`config.mk`:
```
export PLATFORM = sky130hd
export DESIGN_NAME = pcm_tx_serializer
export DESIGN_NICKNAME = d
export VERILOG_FILES = /design/src/rtl/pcm_tx_pkg.sv /design/src/rtl/pcm_tx_ctrl.sv /design/src/rtl/pcm_tx_datapath.sv /design/src/rtl/pcm_tx_serializer.sv
export SDC_FILE = /design/constraint.sdc
export NUM_CORES = 1
export LEC_CHECK = 0
export ABC_AREA = 1
export BUFFER_PORTS_ARGS = -buffer_cell sky130_fd_sc_hd__clkbuf_2
export CAP_MARGIN = 20
export CORE_ASPECT_RATIO = 1.4
export CORE_MARGIN = 2
export CORE_UTILIZATION = 50
export CTS_BUF_LIST = sky130_fd_sc_hd__clkbuf_16
export CTS_CLUSTER_DIAMETER = 30
export DETAILED_ROUTE_END_ITERATION = 8
export PLACE_DENSITY = 0.81
export SLEW_MARGIN = 25
export SYNTH_ARGS = -nofsm -noshare
export SYNTH_HDL_FRONTEND = slang
export SYNTH_SLANG_ARGS = --single-unit
```
`constraint.sdc`:
```
create_clock -name clk -period 3.79 [get_ports clk]
set_clock_uncertainty 0.05 [all_clocks]
set_input_delay 0.5685 -clock clk [delete_from_list [all_inputs] [get_ports clk]]
set_output_delay 0.5685 -clock clk [all_outputs]
set_load 0.005 [all_outputs]
```
`src/rtl/pcm_tx_pkg.sv`:
```
package pcm_tx_pkg;
  typedef struct packed {
    logic load;      // frame start: capture words
    logic shift;     // advance one bit
    logic active;    // a slot is in progress
    logic parallel;  // layout captured at frame start
  } txStrobe_t;
endpackage

```
`src/rtl/pcm_tx_ctrl.sv`:
```
module pcm_tx_ctrl
  import pcm_tx_pkg::*;
#(
  parameter int WORD  = 8,
  parameter int LANES = 4
) (
  input  logic      clk,
  input  logic      rstN,
  input  logic      bitTick,
  input  logic      frameSync,
  input  logic      modeParallel,
  output txStrobe_t strobe,
  output logic      cfgError
);
  localparam int FRAME_BITS = WORD * LANES;
  localparam int CNT_W = $clog2(FRAME_BITS);
  localparam int TS_W = CNT_W + 1;
  localparam logic [CNT_W-1:0] LAST_PAR = CNT_W'(WORD - 1);
  localparam logic [CNT_W-1:0] LAST_SER = CNT_W'(FRAME_BITS - 1);
  localparam logic [TS_W-1:0] TS_LIMIT = TS_W'(FRAME_BITS - 1);

  logic syncPrev, active, parLatch, seenFrame;
  logic [CNT_W-1:0] bitCnt;
  logic [TS_W-1:0] ticksSince;
  logic syncRise, lastBit;

  assign syncRise = bitTick & frameSync & ~syncPrev;
  assign lastBit = (bitCnt == (parLatch ? LAST_PAR : LAST_SER));

  always_ff @(posedge clk) begin
    if (!rstN) begin
      syncPrev   <= 1'b0;
      active     <= 1'b0;
      parLatch   <= 1'b0;
      seenFrame  <= 1'b0;
      bitCnt     <= '0;
      ticksSince <= '0;
      cfgError   <= 1'b0;
    end else if (bitTick) begin
      syncPrev <= frameSync;
      if (syncRise) begin
        active     <= 1'b1;
        bitCnt     <= '0;
        parLatch   <= modeParallel;
        seenFrame  <= 1'b1;
        ticksSince <= '0;
        cfgError   <= seenFrame && !modeParallel && (ticksSince < TS_LIMIT);
      end else begin
        if (ticksSince != '1) ticksSince <= ticksSince + 1'b1;
        if (active) begin
          if (lastBit) active <= 1'b0;
          else bitCnt <= bitCnt + 1'b1;
        end
      end
    end
  end

  always_comb begin
    strobe.load     = syncRise;
    strobe.shift    = bitTick & ~syncRise & active;
    strobe.active   = active;
    strobe.parallel = parLatch;
  end
endmodule

```
`src/rtl/pcm_tx_datapath.sv`:
```
module pcm_tx_datapath
  import pcm_tx_pkg::*;
#(
  parameter int WORD  = 8,
  parameter int LANES = 4
) (
  input  logic                  clk,
  input  logic                  rstN,
  input  txStrobe_t             strobe,
  input  logic                  alawInvert,
  input  logic [WORD*LANES-1:0] chanData,
  output logic [LANES-1:0]      pcmData,
  output logic [LANES-1:0]      pcmOe
);
  localparam int FRAME_BITS = WORD * LANES;

  function automatic logic [WORD-1:0] altMask();
    logic [WORD-1:0] m;
    for (int b = 0; b < WORD; b++) m[b] = ~b[0];
    return m;
  endfunction

  logic [FRAME_BITS-1:0] shiftReg, loadWord;

  // channel 1 goes to the top so it leaves first
  always_comb begin
    for (int c = 0; c < LANES; c++)
      loadWord[FRAME_BITS-1-c*WORD -: WORD] =
        chanData[c*WORD +: WORD] ^ (alawInvert ? altMask() : '0);
  end

  always_ff @(posedge clk) begin
    if (!rstN) shiftReg <= '0;
    else if (strobe.load) shiftReg <= loadWord;
    else if (strobe.shift) shiftReg <= {shiftReg[FRAME_BITS-2:0], 1'b0};
  end

  for (genvar j = 0; j < LANES; j++) begin : gLane
    if (j == 0) begin : gHead
      assign pcmOe[j] = strobe.active;
    end else begin : gRest
      assign pcmOe[j] = strobe.active & strobe.parallel;
    end
    assign pcmData[j] = pcmOe[j] ? shiftReg[FRAME_BITS-1-j*WORD] : 1'b1;
  end
endmodule

```
`src/rtl/pcm_tx_serializer.sv`:
```
module pcm_tx_serializer
  import pcm_tx_pkg::*;
#(
  parameter int WORD  = 8,
  parameter int LANES = 4
) (
  input  logic                  clk,
  input  logic                  rstN,
  input  logic                  bitTick,
  input  logic                  frameSync,
  input  logic                  modeParallel,
  input  logic                  alawInvert,
  input  logic [WORD*LANES-1:0] chanData,
  output logic [LANES-1:0]      pcmData,
  output logic [LANES-1:0]      pcmOe,
  output logic                  cfgError
);
  txStrobe_t strobe;

  pcm_tx_ctrl #(.WORD(WORD), .LANES(LANES)) uCtrl (
    .clk(clk), .rstN(rstN), .bitTick(bitTick), .frameSync(frameSync),
    .modeParallel(modeParallel), .strobe(strobe), .cfgError(cfgError)
  );

  pcm_tx_datapath #(.WORD(WORD), .LANES(LANES)) uPath (
    .clk(clk), .rstN(rstN), .strobe(strobe), .alawInvert(alawInvert),
    .chanData(chanData), .pcmData(pcmData), .pcmOe(pcmOe)
  );
endmodule

```
==> reports/results.ini <==
[run_status]
status = finished clean

[detailed_routing]
avgViaCountPerCell = 5.238
wl_met1_mm = 2.193
post-route-drc-count = 0
wl_met2_mm = 2.667
top_layer = met4
drt_pre_antenna_iters = 5
drtAntennaViolNets = 0
first_iter_violations = 152
wirelength_mm = 5.304
route.vias.total = 2221
wl_per_cell_microns = 12.51
met3_length_microns = 329

[global_route]
grt_antenna_before_repair = 0
track_usage_pct = 21.12
grt_pass1_wl_mm = 9.128
grt_max_degree = 74
globalRouteOverflowTotal = 0
grt_pass1_vias = 2149

[min_path]
hp-class = register to register

[die]
ios = 47
core_area_sq_um = 4572
dieWidth_microns = 62.51
floorplan.initialDensity_pct = 52.41
num_rows = 29
die_height_microns = 85.91
dieArea_sq_um = 5369

[final_layout]
drive_gt1_share_pct = 17.40
fin_util_pct = 60.40
instances_no_fill = 424
n_fill_cell = 435
final_nets = 402
n_antenna_cell = 0
area_growth_syn_to_layout_pct = 15.25

[clock_network]
hold_buffers = 0
cts_tree = yes
postCtsSetupBuffers = 0
htreeDepth = 2
cts_buffer_depth = 2
numCtsBuffers = 5
cts_resized = 0
clk-insertion-delay-late_ps = 280
cts-root-buf = clkbuf_16
clkSinkCount = 48
path_clk_slew_ps = 60

[timing]
fin_crit_sh_pct = 48.39
hold_ws_ps = 415.7
max_freq_mhz = 545.3
finalMaxSlewViolations = 0
tns_ps = 0
setup_viol = 0
layout_min_cycle_time_ps = 1834
slew_headroom_pct = 61.81
worst_pin_slew_ps = 572.8
hold_violations = 0
rsz0062_at_grt = no

[placed_design]
placedCellCount = 417
port_buffers = 46
dp_hpwl_mm = 3.528
gp_congestion = 0.7533

[setup_path]
start_kind = register
crit_type = register to register
endpoint_kind = register
cp.arrival_ps = 1990
crit_path_max_fanout = 35
cp.required_ps = 3950

[power_and_ir_drop]
sequentialPowerShare_pct = 44.1
pwr-share-clk_pct = 44.1
switchingPower_mw = 0.2859
total_power_mw = 1.252
power_density_nw_per_um2 = 453.3
p_int_mw = 0.9658
pwr-share-comb_pct = 11.8
p_sw_share_pct = 22.84
p_leak_nw = 1.173
irDropWorstVdd_mv = 0.2554

[logic_synthesis]
synth_warnings = 0
yosysSeqAreaShare_pct = 40.10
syn_area_per_cell_sq_um = 7.261
ys_types = 26
ys_ff_latch = 48
synth.net_count = 370
synth_cells = 330
synthesis.area_sq_um = 2396

[run]
max_cap_viol_count = 0

state kept, by name, indices dropped and copies added (netlist names):
signal            cells
uCtrl.parLatch        1
uCtrl.cfgError        1
uCtrl.seenFrame       1
uCtrl.active          1
uCtrl.syncPrev        1
uCtrl.bitCnt          5
uPath.shiftReg       32
uCtrl.ticksSince      6
per-layer routing:
metal	vias to the layer above	GRT usage [%]
met3	11	5.249
met5	-	0
met1	998	23.31
met4	0	11.11
met2	62	37.34
li1	1150	-
cells in the mapped netlist:
master,instances,area (sq um)
nor2_1,27,101.4
ha_1,2,25.02
o21ai_2,1,8.760
buf_2,8,40.04
xor2_1,20,175.2
nor2_8,1,20.02
inv_4,1,6.260
a31oi_1,3,18.77
dfxtp_1,48,960.9
nor2_4,1,11.26
clkbuf_1,5,18.77
inv_2,3,11.26
nand2_2,2,12.51
or2_0,1,6.260
o21ai_1,15,75.07
clkbuf_2,1,5.000
buf_4,4,30.03
buf_6,3,33.78
inv_1,27,101.4
nand3_1,12,60.06
nand4_1,7,43.79
a211oi_1,1,7.510
nor2_2,1,6.260
o21ai_0,46,230.2
a21oi_1,39,195.2
nand2_1,51,191.4
path summary, 6_finish.rpt:
kind	end	depth (start not counted)	from	slack, ps
setup reg to reg	uCtrl.bitCnt[3]	6	uCtrl.active	1960
setup / recovery	uCtrl.bitCnt[3]	6	uCtrl.active	1960
hold / removal	uPath.shiftReg[28]	2	uPath.shiftReg[28]	420
hold reg to reg	uPath.shiftReg[28]	2	uPath.shiftReg[28]	420
cell families (layout without fill, tap and decap cells):
logic type	after synthesis	count (layout)	share of synthesized area (%)
flops	48	48	40.10
buf+inv	52	84	10.29
xor+xnor	20	20	7.311
simple gates	103	103	18.90
compound gates	105	105	22.35
fa+ha+maj	2	2	1.044
metrics by stage:
step,setup WS (ps),area [sq um]
after floorplan,2371,2396
after global placement,1760,2576
after detailed placement,1731,2576
after CTS,1935,2761
after global routing,1665,2761
final,1956,2761
power groups by stage:
| stage | Sequential, mW | Clock, mW | Combinational [mW] |
|---|---|---|---|
| CTS | 0.551 | 0.561 | 0.149 |
| detailed placement | 0.563 | 0 | 0.147 |
| finish | 0.552 | 0.552 | 0.148 |
| global placement | 0.561 | 0 | 0.145 |
| global route | 0.555 | 0.580 | 0.172 |
| floorplan | 0.558 | 0 | 0.112 |
layout make-up:
cell class	count	area, sq um	share of cell area (%)
repair buffers	46	230.2	8.337
flip-flops and latches	48	960.9	34.80
inverters	31	118.9	4.304
multi-input cells	230	1189	43.04
clock buffers	5	125.1	4.531
clock inverters	2	60.06	2.175
well taps	62	77.57	2.809
cell usage in the layout (no fill, tap or decap), types with 12 or more instances in the layout:
master,n
a21oi_1,39
clkbuf_2,46
dfxtp_1,48
inv_1,27
nand2_1,51
nand3_1,12
nor2_1,27
o21ai_0,46
o21ai_1,15
xor2_1,20
critical path, cell delays in order (launching register included):
cell and delay [ps]:
dfxtp_1 420, nand2_2 250, inv_2 490, nand2_1 270
nor2_1 150, nand2_1 50, o21ai_0 70
Power figures use the tool's default switching activity.
